File: src/rtl/rxseq_pkg.sv
package rxseq_pkg;

  typedef enum logic [1:0] {
    ST_SLEEP  = 2'd0,
    ST_SETTLE = 2'd1,
    ST_LISTEN = 2'd2,
    ST_DECODE = 2'd3
  } seq_state_t;

endpackage

File: src/rtl/rxseq_cfg.sv
module rxseq_cfg #(
  parameter int SLEEP_W    = 24,
  parameter int SETTLE_W   = 8,
  parameter int POLL_W     = 8,
  parameter int DEF_SLEEP  = 32000,
  parameter int DEF_SETTLE = 5,
  parameter int DEF_POLL   = 8
) (
  input  logic                clk,
  input  logic                rst,
  input  logic                idle,
  input  logic                load,
  input  logic [SLEEP_W-1:0]  in_sleep,
  input  logic [SETTLE_W-1:0] in_settle,
  input  logic [POLL_W-1:0]   in_poll,
  output logic [SLEEP_W-1:0]  eff_sleep,
  output logic [SETTLE_W-1:0] eff_settle,
  output logic [POLL_W-1:0]   eff_poll
);

  localparam logic [SLEEP_W-1:0]  RST_SLEEP  = SLEEP_W'(DEF_SLEEP);
  localparam logic [SETTLE_W-1:0] RST_SETTLE = SETTLE_W'(DEF_SETTLE);
  localparam logic [POLL_W-1:0]   RST_POLL   = POLL_W'(DEF_POLL);

  logic [SLEEP_W-1:0]  sleep_q;
  logic [SETTLE_W-1:0] settle_q;
  logic [POLL_W-1:0]   poll_q;
  logic [SLEEP_W-1:0]  sleep_c;
  logic [SETTLE_W-1:0] settle_c;
  logic [POLL_W-1:0]   poll_c;
  logic                accept;

  assign accept = load & idle & ~rst;

  // zero-length requests are stretched to a single cycle
  always_comb begin
    sleep_c  = (in_sleep  == '0) ? SLEEP_W'(1)  : in_sleep;
    settle_c = (in_settle == '0) ? SETTLE_W'(1) : in_settle;
    poll_c   = (in_poll   == '0) ? POLL_W'(1)   : in_poll;
  end

  always_ff @(posedge clk) begin
    if (rst) begin
      sleep_q  <= (RST_SLEEP  == '0) ? SLEEP_W'(1)  : RST_SLEEP;
      settle_q <= (RST_SETTLE == '0) ? SETTLE_W'(1) : RST_SETTLE;
      poll_q   <= (RST_POLL   == '0) ? POLL_W'(1)   : RST_POLL;
    end else if (accept) begin
      sleep_q  <= sleep_c;
      settle_q <= settle_c;
      poll_q   <= poll_c;
    end
  end

  // forward a load in the same cycle so a phase starting next cycle sees it
  always_comb begin
    eff_sleep  = accept ? sleep_c  : sleep_q;
    eff_settle = accept ? settle_c : settle_q;
    eff_poll   = accept ? poll_c   : poll_q;
  end

  a_r7_busy_load_ignored: assert property (@(posedge clk) disable iff (rst)
    (load && !idle) |=> ($stable(sleep_q) && $stable(settle_q) && $stable(poll_q)));

  a_r8_regs_nonzero: assert property (@(posedge clk) disable iff (rst)
    accept |=> (sleep_q != '0 && settle_q != '0 && poll_q != '0));

endmodule

File: src/rtl/rxseq_timer.sv
module rxseq_timer #(
  parameter int W       = 24,
  parameter int RST_VAL = 1
) (
  input  logic         clk,
  input  logic         rst,
  input  logic         load,
  input  logic [W-1:0] load_val,
  output logic         last
);

  logic [W-1:0] cnt_q;

  always_ff @(posedge clk) begin
    if (rst) begin
      cnt_q <= W'(RST_VAL);
    end else if (load) begin
      cnt_q <= load_val;
    end else if (cnt_q != '0) begin
      cnt_q <= cnt_q - 1'b1;
    end
  end

  assign last = (cnt_q == W'(1));

  a_r2_counts_down: assert property (@(posedge clk) disable iff (rst)
    (!load && cnt_q > W'(1)) |=> (cnt_q == $past(cnt_q) - 1'b1));

  a_r5_idle_zero_holds: assert property (@(posedge clk) disable iff (rst)
    (!load && cnt_q == '0) |=> (cnt_q == '0));

endmodule

File: src/rtl/rxseq_fsm.sv
module rxseq_fsm
  import rxseq_pkg::*;
#(
  parameter int SLEEP_W  = 24,
  parameter int SETTLE_W = 8,
  parameter int POLL_W   = 8,
  parameter int CNT_W    = 24
) (
  input  logic                clk,
  input  logic                rst,
  input  logic                tmr_last,
  input  logic                pre_found,
  input  logic                dec_done,
  input  logic                dec_abort,
  input  logic [SLEEP_W-1:0]  eff_sleep,
  input  logic [SETTLE_W-1:0] eff_settle,
  input  logic [POLL_W-1:0]   eff_poll,
  output logic                tmr_load,
  output logic [CNT_W-1:0]    tmr_val,
  output logic                idle,
  output seq_state_t          state_q,
  output logic                fe_power_en,
  output logic                det_enable,
  output logic                sleep_start
);

  seq_state_t nxt;

  always_comb begin
    nxt = state_q;
    unique case (state_q)
      ST_SLEEP:  if (tmr_last) nxt = ST_SETTLE;
      ST_SETTLE: if (tmr_last) nxt = ST_LISTEN;
      ST_LISTEN: begin
        if (pre_found)     nxt = ST_DECODE;
        else if (tmr_last) nxt = ST_SLEEP;
      end
      ST_DECODE: if (dec_done || dec_abort) nxt = ST_SLEEP;
      default:   nxt = ST_SLEEP;
    endcase
  end

  // the timer is reloaded with the length of the phase being entered
  always_comb begin
    tmr_load = (nxt != state_q);
    unique case (nxt)
      ST_SLEEP:  tmr_val = CNT_W'(eff_sleep);
      ST_SETTLE: tmr_val = CNT_W'(eff_settle);
      ST_LISTEN: tmr_val = CNT_W'(eff_poll);
      default:   tmr_val = '0;
    endcase
  end

  assign idle = (state_q == ST_SLEEP);

  always_ff @(posedge clk) begin
    if (rst) begin
      state_q     <= ST_SLEEP;
      fe_power_en <= 1'b0;
      det_enable  <= 1'b0;
      sleep_start <= 1'b0;
    end else begin
      state_q     <= nxt;
      fe_power_en <= (nxt != ST_SLEEP);
      det_enable  <= (nxt == ST_LISTEN);
      sleep_start <= (nxt == ST_SLEEP) && (state_q != ST_SLEEP);
    end
  end

  a_r5_decode_holds: assert property (@(posedge clk) disable iff (rst)
    (state_q == ST_DECODE && !dec_done && !dec_abort) |=>
      (state_q == ST_DECODE && fe_power_en && !det_enable));

  a_r5_decode_exit: assert property (@(posedge clk) disable iff (rst)
    (state_q == ST_DECODE && (dec_done || dec_abort)) |=>
      (state_q == ST_SLEEP && !fe_power_en && sleep_start));

  a_r4_window_close: assert property (@(posedge clk) disable iff (rst)
    (state_q == ST_LISTEN && tmr_last && !pre_found) |=>
      (state_q == ST_SLEEP && !fe_power_en && !det_enable));

  a_r6_stray_preamble: assert property (@(posedge clk) disable iff (rst)
    (state_q == ST_SETTLE || state_q == ST_SLEEP) |=> (state_q != ST_DECODE));

  a_r3_detector_powered: assert property (@(posedge clk) disable iff (rst)
    det_enable |-> fe_power_en);

  a_r10_single_pulse: assert property (@(posedge clk) disable iff (rst)
    sleep_start |=> !sleep_start);

endmodule

File: src/rtl/rx_duty_sequencer.sv
module rx_duty_sequencer
  import rxseq_pkg::*;
#(
  parameter int SLEEP_W    = 24,
  parameter int SETTLE_W   = 8,
  parameter int POLL_W     = 8,
  parameter int DEF_SLEEP  = 32000,
  parameter int DEF_SETTLE = 5,
  parameter int DEF_POLL   = 8
) (
  input  logic                clk,
  input  logic                rst,
  input  logic                cfg_load,
  input  logic [SLEEP_W-1:0]  cfg_sleep,
  input  logic [SETTLE_W-1:0] cfg_settle,
  input  logic [POLL_W-1:0]   cfg_poll,
  input  logic                pre_found,
  input  logic                dec_done,
  input  logic                dec_abort,
  output logic                fe_power_en,
  output logic                det_enable,
  output logic [1:0]          seq_state,
  output logic                sleep_start
);

  localparam int W_A   = (SLEEP_W > SETTLE_W) ? SLEEP_W : SETTLE_W;
  localparam int CNT_W = (W_A > POLL_W) ? W_A : POLL_W;
  localparam int TMR_RST = (DEF_SLEEP == 0) ? 1 : DEF_SLEEP;

  logic [SLEEP_W-1:0]  eff_sleep;
  logic [SETTLE_W-1:0] eff_settle;
  logic [POLL_W-1:0]   eff_poll;
  logic                idle;
  logic                tmr_load;
  logic                tmr_last;
  logic [CNT_W-1:0]    tmr_val;
  seq_state_t          state_q;

  rxseq_cfg #(
    .SLEEP_W(SLEEP_W), .SETTLE_W(SETTLE_W), .POLL_W(POLL_W),
    .DEF_SLEEP(DEF_SLEEP), .DEF_SETTLE(DEF_SETTLE), .DEF_POLL(DEF_POLL)
  ) u_cfg (
    .clk(clk), .rst(rst), .idle(idle), .load(cfg_load),
    .in_sleep(cfg_sleep), .in_settle(cfg_settle), .in_poll(cfg_poll),
    .eff_sleep(eff_sleep), .eff_settle(eff_settle), .eff_poll(eff_poll)
  );

  rxseq_timer #(.W(CNT_W), .RST_VAL(TMR_RST)) u_timer (
    .clk(clk), .rst(rst), .load(tmr_load), .load_val(tmr_val), .last(tmr_last)
  );

  rxseq_fsm #(
    .SLEEP_W(SLEEP_W), .SETTLE_W(SETTLE_W), .POLL_W(POLL_W), .CNT_W(CNT_W)
  ) u_fsm (
    .clk(clk), .rst(rst), .tmr_last(tmr_last),
    .pre_found(pre_found), .dec_done(dec_done), .dec_abort(dec_abort),
    .eff_sleep(eff_sleep), .eff_settle(eff_settle), .eff_poll(eff_poll),
    .tmr_load(tmr_load), .tmr_val(tmr_val), .idle(idle), .state_q(state_q),
    .fe_power_en(fe_power_en), .det_enable(det_enable), .sleep_start(sleep_start)
  );

  assign seq_state = state_q;

endmodule

File: config.mk
export PLATFORM = sky130hd
export DESIGN_NAME = rx_duty_sequencer
export DESIGN_NICKNAME = d
export VERILOG_FILES = /design/src/rtl/rxseq_pkg.sv /design/src/rtl/rxseq_cfg.sv /design/src/rtl/rxseq_timer.sv /design/src/rtl/rxseq_fsm.sv /design/src/rtl/rx_duty_sequencer.sv
export SDC_FILE = /design/constraint.sdc
export NUM_CORES = 1
export LEC_CHECK = 0
export ABC_AREA = 1
export BUFFER_PORTS_ARGS = -buffer_cell sky130_fd_sc_hd__buf_2
export CAP_MARGIN = 20
export CORE_ASPECT_RATIO = 0.9
export CORE_MARGIN = 2
export CORE_UTILIZATION = 58
export DETAILED_ROUTE_END_ITERATION = 10
export HOLD_SLACK_MARGIN = 0.02
export MAX_ROUTING_LAYER = met4
export PLACE_DENSITY = 0.8
export SLEW_MARGIN = 20
export SYNTH_ARGS = -nofsm -noshare
export SYNTH_HDL_FRONTEND = slang
export SYNTH_HIERARCHICAL = 1
export SYNTH_SLANG_ARGS = --single-unit
File: constraint.sdc
create_clock -name clk -period 3.2 [get_ports clk]
set_clock_uncertainty 0.05 [all_clocks]
set_input_delay 0.64 -clock clk [delete_from_list [all_inputs] [get_ports clk]]
set_output_delay 0.64 -clock clk [all_outputs]
set_load 0.01 [all_outputs]
# After elaboration in Yosys (flattened, before gate mapping)
# Index checks and enable logic that the tools add are counted.
[op_classes] n_addsub=1 n_reduce_logical=11 bitwise_logic=3 eq_ne=7 muxes=15
[op_table] cell="$mux W24" n=4
[op_table] cell="$pmux W24 S3" n=1
[op_table] cell="$mux W8" n=4
[op_table] cell="$eq A24 B1 Y1 const B" n=1
[op_table] cell="$logic_not A24 Y1" n=1
[op_table] cell="$reduce_bool A24 Y1" n=1
[op_table] cell="$sub A24 B1 Y24 const B" n=1
[op_table] cell="$logic_not A8 Y1" n=2
[op_table] cell="$mux W2" n=5
[op_table] cell="$pmux W2 S4" n=1
[op_table] cell="$eq A2 B2 Y1 const B" n=3
[op_table] cell="$reduce_bool A2 Y1" n=3
[op_table] cell="$eq A2 B1 Y1 const B" n=2
[op_table] cell="$logic_not A2 Y1" n=2
[op_table] cell="$and A1 B1 Y1" n=2
[op_table] cell="$ne A2 B2 Y1" n=1
[op_table] cell="$logic_and A1 B1 Y1" n=1
[op_table] cell="$logic_or A1 B1 Y1" n=1
[op_table] cell="$not A1 Y1" n=1
[word_totals] in_bits=46 elab_cells=45 register_bits=69

# Depth between registers and ports, before layout
# Gate-level depths: netlist of run 1.
[depth] word_depth=7 depth_mapped=20 ltp_nobuf=18

# By module
# The synthesis of run 1 kept the hierarchy.
[modules_own_cells] module="rxseq_timer" cells_per_inst=295 n_inst=1 area_each_um2=1778.0
[modules_own_cells] module="rxseq_cfg" cells_per_inst=252 n_inst=1 area_each_um2=1731.7
[modules_own_cells] module="rxseq_fsm" cells_per_inst=104 n_inst=1 area_each_um2=586.8

# Worst setup path before layout of run 1
# No wires, ideal clock.
[synth_path] kind="register -> register" from="register u_timer.cnt_q[8]" to="register u_timer.cnt_q[11]" arrival_time_ps=2391 required_time_ps=3024 n_path_buf=3 setup_time_ps=126 setup_slack_ps=633 path_stages_with_launch=21 cell_sequence="dfxtp_1 -> nor2_2 -> nand2_2 -> nor2_2 -> nand2_1 -> nor2_1 -> a21o_1 -> nand3_1 -> nand2_2 -> buf_2 -> o21ai_1 -> buf_6 -> clkinv_2 -> nand2_1 -> nor3_2 -> nand3_2 -> buf_6 -> o21ai_2 -> inv_2 -> nand2_1 -> nand2_1"
[synth_between] word_cells_on_any_way=16 cone_classes="1 x add/sub; 4 x eq/ne; 8 x mux; 3 x reduce/logical"
[synth_rtl] item="from (decl)" line_no="rxseq_timer.sv:12" text="logic [W-1:0] cnt_q;"
[synth_rtl] item="from (signal assigned)" line_no="rxseq_timer.sv:16" text="cnt_q <= W'(RST_VAL);"
[synth_rtl] item="from (signal assigned)" line_no="rxseq_timer.sv:18" text="cnt_q <= load_val;"
[synth_rtl] item="from (signal assigned)" line_no="rxseq_timer.sv:20" text="cnt_q <= cnt_q - 1'b1;"
[synth_rtl] item="$eq A24 B1 Y1 *" line_no="rxseq_timer.sv:24" text="assign last = (cnt_q == W'(1));"
[synth_rtl] item="named net tmr_last" line_no="rx_duty_sequencer.sv:35" text="logic tmr_last;"
[synth_rtl] item="$mux W2" line_no="rxseq_fsm.sv:36" text="else if (tmr_last) nxt = ST_SLEEP;"
[synth_rtl] item="$mux W2" line_no="rxseq_fsm.sv:35" text="if (pre_found) nxt = ST_DECODE;"
[synth_rtl] item="$pmux W2 S4 *" line_no="rxseq_fsm.sv:31" text="unique case (state_q)"
[synth_rtl] item="$ne A2 B2 Y1 *" line_no="rxseq_fsm.sv:45" text="tmr_load = (nxt != state_q);"
[synth_rtl] item="named net tmr_load" line_no="rx_duty_sequencer.sv:34" text="logic tmr_load;"
[synth_rtl] item="$mux W24 / $reduce_bool A2 Y1 (equally long branches)"
# Mark *: on every way through the listed nets, which the timed path passes. The rest lies on a longest branch. The select of a mux whose other input is x is not followed.
# A chain may end at the register's enable or synchronous reset.

# Worst setup path after layout of run 1
[layout_path] from="register u_timer.cnt_q[4]" to="register u_timer.cnt_q[5]"
[layout_between] elab_chain_len=7 word_cells_on_any_way=16 cone_classes="1 x add/sub; 4 x eq/ne; 8 x mux; 3 x reduce/logical"
[layout_rtl] item="$eq A24 B1 Y1 *" line_no="rxseq_timer.sv:24"
[layout_rtl] item="named net tmr_last" line_no="rx_duty_sequencer.sv:35"
[layout_rtl] item="$mux W2" line_no="rxseq_fsm.sv:36"
[layout_rtl] item="$mux W2" line_no="rxseq_fsm.sv:35"
[layout_rtl] item="$pmux W2 S4 *" line_no="rxseq_fsm.sv:31"
[layout_rtl] item="$eq A2 B2 Y1, or another cell as far along" line_no="rxseq_fsm.sv:46" text="unique case (nxt)"
[layout_rtl] item="$pmux W24 S3 *" line_no="rxseq_fsm.sv:46"
[layout_rtl] item="named net tmr_val[5]" line_no="rx_duty_sequencer.sv:36" text="logic [CNT_W-1:0] tmr_val;"
[layout_rtl] item="$mux W24 *" line_no="rxseq_timer.sv:17" text="end else if (load) begin"
# Marked as above.

==> results of run 1 <==
==> per-stage QoR <==
stage	hold WS (ps)	std cells	power (mW)	setup slack (ps)	instance area [sq um]
after detailed placement	403	775	1.33	398	4340
final	420	791	1.95	360	4520
after floorplan	380	651	1.23	633	4100
after global placement	399	775	1.32	500	4340
after global routing	444	791	2.05	96.3	4520
after CTS	422	791	1.95	369	4510
==> area by class of cell <==
class / count / area (sq um) / area share
Tap cell: 93 / 116 / 0.0257
Timing Repair Buffer: 56 / 295 / 0.0653
Clock inverter: 4 / 23.8 / 0.00526
Multi-Input combinational cell: 469 / 2220 / 0.492
Clock buffer: 12 / 145 / 0.0321
Sequential cell: 69 / 1380 / 0.306
Inverter: 88 / 334 / 0.0739
==> where the power goes <==
part           total (mW)  internal (mW)  switching [mW]
logic               0.380          0.133           0.247
clock network       0.626          0.300           0.326
registers           0.938          0.910          0.0285
==> final timing paths <==
path / startpoint / to / slack (ps) / depth (start not counted)
setup / recovery: u_timer/cnt_q[4]$_SDFFE_PP0P_ / u_timer/cnt_q[5]$_SDFFE_PP0P_ / 360 / 15
hold / removal: u_cfg/sleep_q[12]$_SDFF_PP1_ / u_cfg/sleep_q[12]$_SDFF_PP1_ / 420 / 2
setup reg to reg: u_timer/cnt_q[4]$_SDFFE_PP0P_ / u_timer/cnt_q[5]$_SDFFE_PP0P_ / 360 / 15
hold reg to reg: u_cfg/sleep_q[12]$_SDFF_PP1_ / u_cfg/sleep_q[12]$_SDFF_PP1_ / 420 / 2
==> synth_stat cells (all sizes together) <==
library cell | count | share of area
a21oi | 23 | 0.029
o211ai | 2 | 0.0037
inv | 87 | 0.080
nand3b | 4 | 0.0073
nor2 | 116 | 0.12
or2 | 26 | 0.040
o22ai | 1 | 0.0015
xor2 | 5 | 0.011
o2111ai | 1 | 0.0021
nand4 | 17 | 0.026
ha | 3 | 0.0092
a21o | 1 | 0.0018
nand3 | 62 | 0.080
nor3 | 5 | 0.0086
clkinv | 1 | 0.0012
o21a | 2 | 0.0037
o21ai | 28 | 0.036
buf | 18 | 0.034
clkbuf | 7 | 0.0064
xnor2 | 1 | 0.0021
dfxtp | 69 | 0.34
nand2 | 172 | 0.16
==> worst max-delay path, stage by stage, from the launching register on <==
cell     delay, ps
dfxtp_1        340
nor2_2         170
nand2_1        140
nor2_2         180
nand2_1        110
nor2_1         220
inv_1          100
nor2_1         130
nor2_2          70
nor2_4         410
inv_2          180
nand3_1        120
nand3_1         80
or2_2          290
nand4_1         90
inv_1           50
==> registers in the layout, indices dropped and copies added (netlist names) <==
signal             cells
u_cfg/sleep_q         24
u_timer/cnt_q         24
u_cfg/poll_q           8
u_cfg/settle_q         8
u_fsm/state_q          2
u_fsm/det_enable       1
u_fsm/fe_power_en      1
u_fsm/sleep_start      1
==> cell families (layout without fill, tap and decap cells) <==
group                    after synthesis  count (layout)
adder cells (fa/ha/maj)                3               3
AO/OA/AOI/OAI                         58              58
XOR/XNOR                               6               6
buffers and inverters                113             160
AND/OR/NAND/NOR                      402             402
flip-flops                            69              69
==> per-layer routing <==
layer / GRT usage / up-vias / share of wire
met2: 0.420 / 126 / 0.45
met1: 0.363 / 1780 / 0.48
met4: 0.0855 / 0 / 0.013
met3: 0.0488 / 11 / 0.064
met5: - / - / 0
li1: - / 2130 / -
==> what timing repair did <==
item                                    4_1_cts  5_1_grt
endpoints found under the hold margin         0        0
endpoints found under the setup margin        0        2
buffers inserted                              0        0
gates resized for setup                       0        1
==> flow_summary.toml, run 1 <==
[timing]
slew_headroom = 0.624
rsz0062_at_grt = "false"
slew_violations = 0
finalCriticalPeriod_ps = 2840
setup_violations = 0
setup_tns_ps = 0
finalCritPeriodShare = 0.887
max_freq_ghz = 0.352
hold_viol_final = 0
worstMarginPinSlew_ps = 564

[floorplan]
dieWidth_microns = 92.6
die_height_microns = 83.7
core_sq_um = 6930
start_util = 0.591
ios = 51
num_rows = 29
die_area_sq_um = 7750

[synthesis]
synth_area_sq_um = 4100
synth_cell_types = 36
synth.area.mux_share = 0
yosys_warnings = 6
synth_nets = 700
synth-seq-cells = 69
syn_inst = 651
syn_avg_cell_area_sq_um = 6.29
yosysSeqAreaShare = 0.337
synth-compound-area-share = 0.0779
synthAdderAreaFrac = 0.00916
synthSimpleGateAreaFrac = 0.441
synth_top_family_by_area = "simple AND/OR/NAND/NOR gates"
synthXorXnorAreaFrac = 0.0128

[layout]
finalCoreUtilization = 0.652
drive_above_1_share = 0.173
layout_common_cells = "nand2_1, nor2_1, inv_1"
fin_nets = 742
n_antenna_cell = 0
layout_commonest_cell = "nand2_1"
nFillCells = 607
area_growth_pct = 10.4

[worst_hold_path]
hp-class = "reg2reg"

[worst_setup_path]
cp.required_ps = 3390
arrival_ps = 3030
crit_path_end_kind = "flop"
path_class = "reg2reg"
startpoint_type = "flop"
path_max_fanout = 21

[global_route]
antenna_found_initial = 0
grt_pass1_wl_microns = 16500
grt.total_usage = 0.272
grt_pass1_vias = 3811
grt_max_degree = 49
grt_overflow_total = 0

[run]
cap_violations = 0

[power]
power.density_nw_per_um2 = 430
max-vdd-ir-drop_uv = 291
leakagePower_nw = 2.28

[placement]
gp_congestion = 0.951
port_buffers = 50
detailed_place_hpwl_microns = 7010

[routing]
drcViolationCount = 0
drtAntennaViolNets = 0
dr.pass1.iters = 4
drt-wirelength-per-cell_microns = 12.0
via_count = 4047
viasPerCell = 5.12
first_iter_violations = 243
postRouteWirelength_microns = 9480

[clock_tree]
clkTransAtPathRegs_ps = 70
cts_hold_buf = 0
cts_made_buffers = 9
clock_sinks = 69
h-tree-depth = 3
clkLatencyLatePin_ps = 350
cts_tree = "done"
root_buffer = "clkbuf_8"
clockBufferDepth = 2

[status]
status = "completed"
Note: power is estimated with default switching activity, not from simulation.
==> inputs of run 2 (changes only) <==
- ABC_AREA: 1 -> not set
==> run 2 against run 1 <==
Compared with the run above:
- critical path type unchanged
- largest cell class unchanged
- clock power up 37%
- highest routed layer unchanged
- first-iteration DRC count up 35%
- sequential share of layout area up 0.14 points
==> flow_summary.toml, run 2 <==
[worst_hold_path]
holdCritStartpoint = "u_cfg/settle_q[0]$_SDFF_PP1_"
whs_endpoint = "u_cfg/settle_q[0]$_SDFF_PP1_"
hp-class = "reg2reg"
hold_depth = 2

[synthesis]
yosys_warnings = 6
synth_top_area_frac = 0.350
ys.flop_type = "dfxtp_1"
synth_nets = 463
synth-seq-cells = 69
synth-edff-count = 0
synth_area_sq_um = 3950
ys_async_sr_fraction = 0
syn_avg_cell_area_sq_um = 9.54
synth_cell_types = 67
synth_common_cells = "dfxtp_1, and2_1, mux2_4"
synthMostInstantiatedCell = "dfxtp_1"
yosysSeqAreaShare = 0.350
post-synth-top-area-cell = "dfxtp_1"
synth.area.top_cells = "dfxtp_1, mux2_4, and2_1, nor2_1, a21oi_1"
syn_inst = 414

[layout]
nFillCells = 544
regArea_sq_um = 1380
drive_above_1_share = 0.285
fin_nets = 512
n_antenna_cell = 0
reg_top3 = "u_cfg/sleep_q: 24 flops, u_timer/cnt_q: 24 flops"
area_growth_pct = 14.0
layout_common_cells = "dfxtp_1, buf_2, and2_1"
layout_commonest_cell = "dfxtp_1"
multiInputGateArea_sq_um = 2380

[worst_setup_path]
regToRegSetupSlack_ps = 180
arrival_ps = 3210
path_max_fanout = 11
startpoint_type = "flop"
r2r-start = "u_timer/cnt_q[16]$_SDFFE_PP0P_"
cp.required_ps = 3390
regToRegEndpoint = "u_timer/cnt_q[18]$_SDFFE_PP0P_"
path_class = "reg2reg"
crit_path_end_kind = "flop"
rr_worst_depth = 10

[clock_tree]
clockBufferDepth = 2
clock_sinks = 69
clkLatencyLatePin_ps = 350
h-tree-depth = 3
cts_made_buffers = 9
cts_tree = "done"
clkTransAtPathRegs_ps = 80
root_buffer = "clkbuf_8"

[timing]
finalCriticalPeriod_ps = 3020
finalCritPeriodShare = 0.944
slew_violations = 0
setup_violations = 0
setup_tns_ps = 0
hold-worst-slack_ps = 453
rsz0062_at_grt = "false"
max_freq_ghz = 0.331
worstMarginPinSlew_ps = 953
slew_headroom = 0.364
hold_viol_final = 0

[power]
power.density_nw_per_um2 = 487
p_int_mw = 1.62
switching_power_mw = 0.575
pwr-share-comb = 0.174
leakagePower_nw = 1.96
max-vdd-ir-drop_uv = 370
p_sw_frac = 0.263
clkPwrFrac = 0.392
power_frac_seq = 0.434

[floorplan]
dieWidth_microns = 91.0
start_util = 0.599
die_height_microns = 82.3
die_area_sq_um = 7480
num_rows = 28
ios = 51
core_sq_um = 6590

[global_route]
grt.total_usage = 0.271
antenna_found_initial = 0
grt_overflow_total = 0
grt_pass1_wl_microns = 15400
grt_max_degree = 39
grt_pass1_vias = 3045

[run]
cap_violations = 0

[routing]
viasPerCell = 6.01
postRouteWirelength_microns = 9550
first_iter_violations = 328
dr.pass1.iters = 5
drt-wirelength-per-cell_microns = 17.1
wl_met3_microns = 548
wl_met1_microns = 4570
drcViolationCount = 0
drtAntennaViolNets = 0
via_count = 3350
dr.max_layer_used = "met4"
dr_wl_met2_microns = 4260

[status]
status = "completed"

[placement]
detailed_place_hpwl_microns = 6940
gp_congestion = 0.902
port_buffers = 50
==> run 2: how the worst max path moves through the flow <==
stage	from	end
3_5_place_dp	u_timer/cnt_q[16]$_SDFFE_PP0P_	u_timer/cnt_q[18]$_SDFFE_PP0P_
6_report	u_timer/cnt_q[16]$_SDFFE_PP0P_	u_timer/cnt_q[18]$_SDFFE_PP0P_
4_1_cts	u_timer/cnt_q[16]$_SDFFE_PP0P_	u_timer/cnt_q[18]$_SDFFE_PP0P_
3_3_place_gp	u_timer/cnt_q[16]$_SDFFE_PP0P_	u_timer/cnt_q[6]$_SDFFE_PP0P_
5_1_grt	u_timer/cnt_q[16]$_SDFFE_PP0P_	u_timer/cnt_q[6]$_SDFFE_PP0P_
2_1_floorplan	u_timer/cnt_q[16]$_SDFFE_PP0P_	u_timer/cnt_q[16]$_SDFFE_PP0P_
==> run 2: critical path: stages (launching register included) <==
cell,delay [ps]
dfxtp_1,350
or4_1,680
nor4_4,230
and3_1,250
buf_4,180
inv_2,70
a21oi_2,150
inv_1,80
nand4_1,240
nand2_1,340
a211oi_1,310
==> run 2: metrics by stage <==
stage	worst slack (ps)	power, mW	util	cell area (sq um)	cells
global route	12.3	2.28	0.683	4500	557
CTS	109	2.19	0.681	4480	557
global placement	253	1.33	0.645	4250	542
finish	178	2.19	0.683	4500	557
detailed placement	136	1.34	0.645	4250	542
floorplan	66.0	1.22	-	3950	414
==> run 2: logic make-up after synthesis <==
family          Yosys count  synth area share
mux                      42             0.153
flops                    69             0.350
fa+ha+maj                 3           0.00951
simple gates            167             0.254
xor+xnor                 13            0.0336
compound gates           86             0.149
buf+inv                  34            0.0510
==> run 2: power groups by stage <==
stage / sequential [mW] / combinational, mW / clock, mW
2_1_floorplan: 0.958 / 0.267 / 0
3_3_place_gp: 0.967 / 0.367 / 0
3_5_place_dp: 0.970 / 0.373 / 0
4_1_cts: 0.951 / 0.376 / 0.864
5_1_grt: 0.958 / 0.419 / 0.901
6_report: 0.951 / 0.381 / 0.858
==> run 2: what timing repair did <==
item | in CTS | in global routing
setup endpoints to repair | 0 | 13
resized for setup | 0 | 2
hold buffers | 0 | 0
setup buffers | 0 | 0
==> run 2: per-layer routing <==
| layer | vias up | global-route usage |
|---|---|---|
| met3 | 16 | 0.0381 |
| met4 | 0 | 0.111 |
| met1 | 1607 | 0.372 |
| met5 | - | - |
| met2 | 127 | 0.406 |
| li1 | 1600 | - |
==> run 2: cell type report <==
class	count	share of cell area
flip-flops and latches	69	0.307
clock inverters	6	0.0250
clock buffers	9	0.0275
well taps	90	0.0250
multi-input cells	311	0.530
repair buffers	64	0.0790
inverters	8	0.00667
==> inputs of run 3 (changes only) <==
- ABC_AREA: not set -> 1
- BUFFER_PORTS_ARGS: -buffer_cell sky130_fd_sc_hd__buf_2 -> not set
- CORE_UTILIZATION: 58 -> 64
- DONT_BUFFER_PORTS: not set -> 1
==> run 3 against run 2 <==
Compared with the run above:
- final area decreased by 4.8%
- global-route usage increased by 1.7 points
- hold slack got worse by 140 ps
- critical path depth increased by 6
- combinational power decreased by 12%
- total power decreased by 9.1%
==> flow_summary.toml, run 3 (synthesized netlist as in run 1, its figures left out) <==
[worst_setup_path]
path_class = "reg2reg"
crit_path_end_kind = "flop"
path_buf_inv = 2
crit_slowest_cell = "nor2_4"
cp_common_cell = "nor2_1"
max_stage_delay_ps = 410
startpoint_type = "flop"
path_max_fanout = 21
crit_family = "simple AND/OR/NAND/NOR gates"
crit_chain = "nor2_2 > nand2_2 > nor2_2 > nand2_1 > nor2_1 > inv_1 > nor2_1 > nor2_2 > nor2_4 > nand2_2 > nor2_1 > or2_2 > nand2_1 > inv_1 > nand2_1 > nor2_1"
arrival_ps = 3110
cp.required_ps = 3430

[routing]
viasPerCell = 5.37
drt-wirelength-per-cell_microns = 12.8
postRouteWirelength_microns = 9360
drtAntennaViolNets = 0
via_count = 3933
first_iter_violations = 305
drcViolationCount = 0
dr.pass1.iters = 7

[power]
switching_power_mw = 0.590
power_frac_seq = 0.471
power.density_nw_per_um2 = 465
max-vdd-ir-drop_uv = 260
clkPwrFrac = 0.361
p_int_mw = 1.40
leakagePower_nw = 2.07
pwr-share-comb = 0.168
p_sw_frac = 0.296

[global_route]
grt_pass1_wl_microns = 15500
antenna_found_initial = 0
grt_max_degree = 50
grt_pass1_vias = 3414
grt.total_usage = 0.288
grt_overflow_total = 0

[floorplan]
start_util = 0.666
num_rows = 27
ios = 51
die_height_microns = 79.9
die_area_sq_um = 7060
dieWidth_microns = 88.3
core_sq_um = 6150

[timing]
rsz0062_at_grt = "false"
finalCritPeriodShare = 0.901
worstMarginPinSlew_ps = 534
setup_tns_ps = 0
slew_headroom = 0.643
hold_viol_final = 0
max_freq_ghz = 0.347
slew_violations = 0
setup_violations = 0
finalCriticalPeriod_ps = 2880

[clock_tree]
clock_sinks = 69
clkTransAtPathRegs_ps = 80
h-tree-depth = 3
root_buffer = "clkbuf_8"
cts_made_buffers = 9
cts_tree = "done"
clkLatencyLatePin_ps = 340
clockBufferDepth = 2
cts_hold_buf = 0

[worst_hold_path]
hp-class = "in2reg"

[layout]
instances_no_fill = 733
reg_top3 = "u_cfg/sleep_q: 24 flops, u_timer/cnt_q: 24 flops"
drive_above_1_share = 0.110
nFillCells = 568
layout_commonest_cell = "nand2_1"
fin_nets = 691
regArea_sq_um = 1380
n_antenna_cell = 0
area_growth_pct = 4.61
multiInputGateArea_sq_um = 2220
layout_common_cells = "nand2_1, nor2_1, inv_1"

[placement]
gp_congestion = 0.989
dp.cells = 718
detailed_place_hpwl_microns = 6700
port_buffers = 0

[run]
cap_violations = 0

[status]
status = "completed"
run 3: cell types whose count changed in the layout (fill, tap and decap cells not counted), sizes merged, moves of 40 or more:
cell,change
and2,-48
buf,-59
inv,+79
mux2,-40
nand2,+155
nand3,+59
nor2,+82
run 3: path summary, 6_finish.rpt:
path                                       from                        endpoint  slack [ps]  cells past startpoint
hold reg to reg     u_cfg/sleep_q[4]$_SDFF_PP0_     u_cfg/sleep_q[4]$_SDFF_PP0_         420                      2
hold / removal                              rst      u_cfg/poll_q[5]$_SDFF_PP0_         310                      1
setup / recovery  u_timer/cnt_q[8]$_SDFFE_PP1P_  u_timer/cnt_q[18]$_SDFFE_PP0P_         320                     16
setup reg to reg  u_timer/cnt_q[8]$_SDFFE_PP1P_  u_timer/cnt_q[18]$_SDFFE_PP0P_         320                     16
run 3: routing by layer:
layer | track usage | routed length [microns] | vias to the layer above
li1 | - | - | 2017
met1 | 0.415 | 4530 | 1747
met2 | 0.402 | 3890 | 155
met3 | 0.0672 | 797 | 14
met4 | 0.0803 | 136 | 0
met5 | - | 0 | -
run 3: power by group through the flow:
| stage | clock network [mW] | registers (mW) | logic, mW |
|---|---|---|---|
| 5_1_grt | 0.765 | 0.943 | 0.381 |
| 2_1_floorplan | 0 | 0.951 | 0.276 |
| 6_report | 0.718 | 0.938 | 0.335 |
| 4_1_cts | 0.732 | 0.938 | 0.328 |
| 3_5_place_dp | 0 | 0.958 | 0.326 |
| 3_3_place_gp | 0 | 0.955 | 0.319 |
run 3: repair_timing:
| item | CTS | global route |
|---|---|---|
| hold endpoints to repair | 0 | 0 |
| setup endpoints to repair | 0 | 1 |
| resized for setup | 0 | 1 |
| setup buffers | 0 | 0 |
run 3: metrics by stage:
| step | util | cell area [sq um] | hold slack, ps | total power, mW | setup WS (ps) |
|---|---|---|---|---|---|
| after floorplan | - | 4100 | 380 | 1.23 | 633 |
| after global placement | 0.663 | 4080 | 398 | 1.27 | 473 |
| after detailed placement | 0.663 | 4080 | 402 | 1.28 | 381 |
| after CTS | 0.696 | 4280 | 294 | 2.00 | 346 |
| after global routing | 0.697 | 4290 | 290 | 2.09 | 88.8 |
| final | 0.697 | 4290 | 311 | 1.99 | 317 |
run 3: final cells by class:
type / instances / share of cell area
flip-flops and latches: 69 / 0.322
repair buffers: 5 / 0.00876
clock buffers: 10 / 0.0321
multi-input cells: 469 / 0.519
clock inverters: 5 / 0.0143
well taps: 87 / 0.0254
inverters: 88 / 0.0780
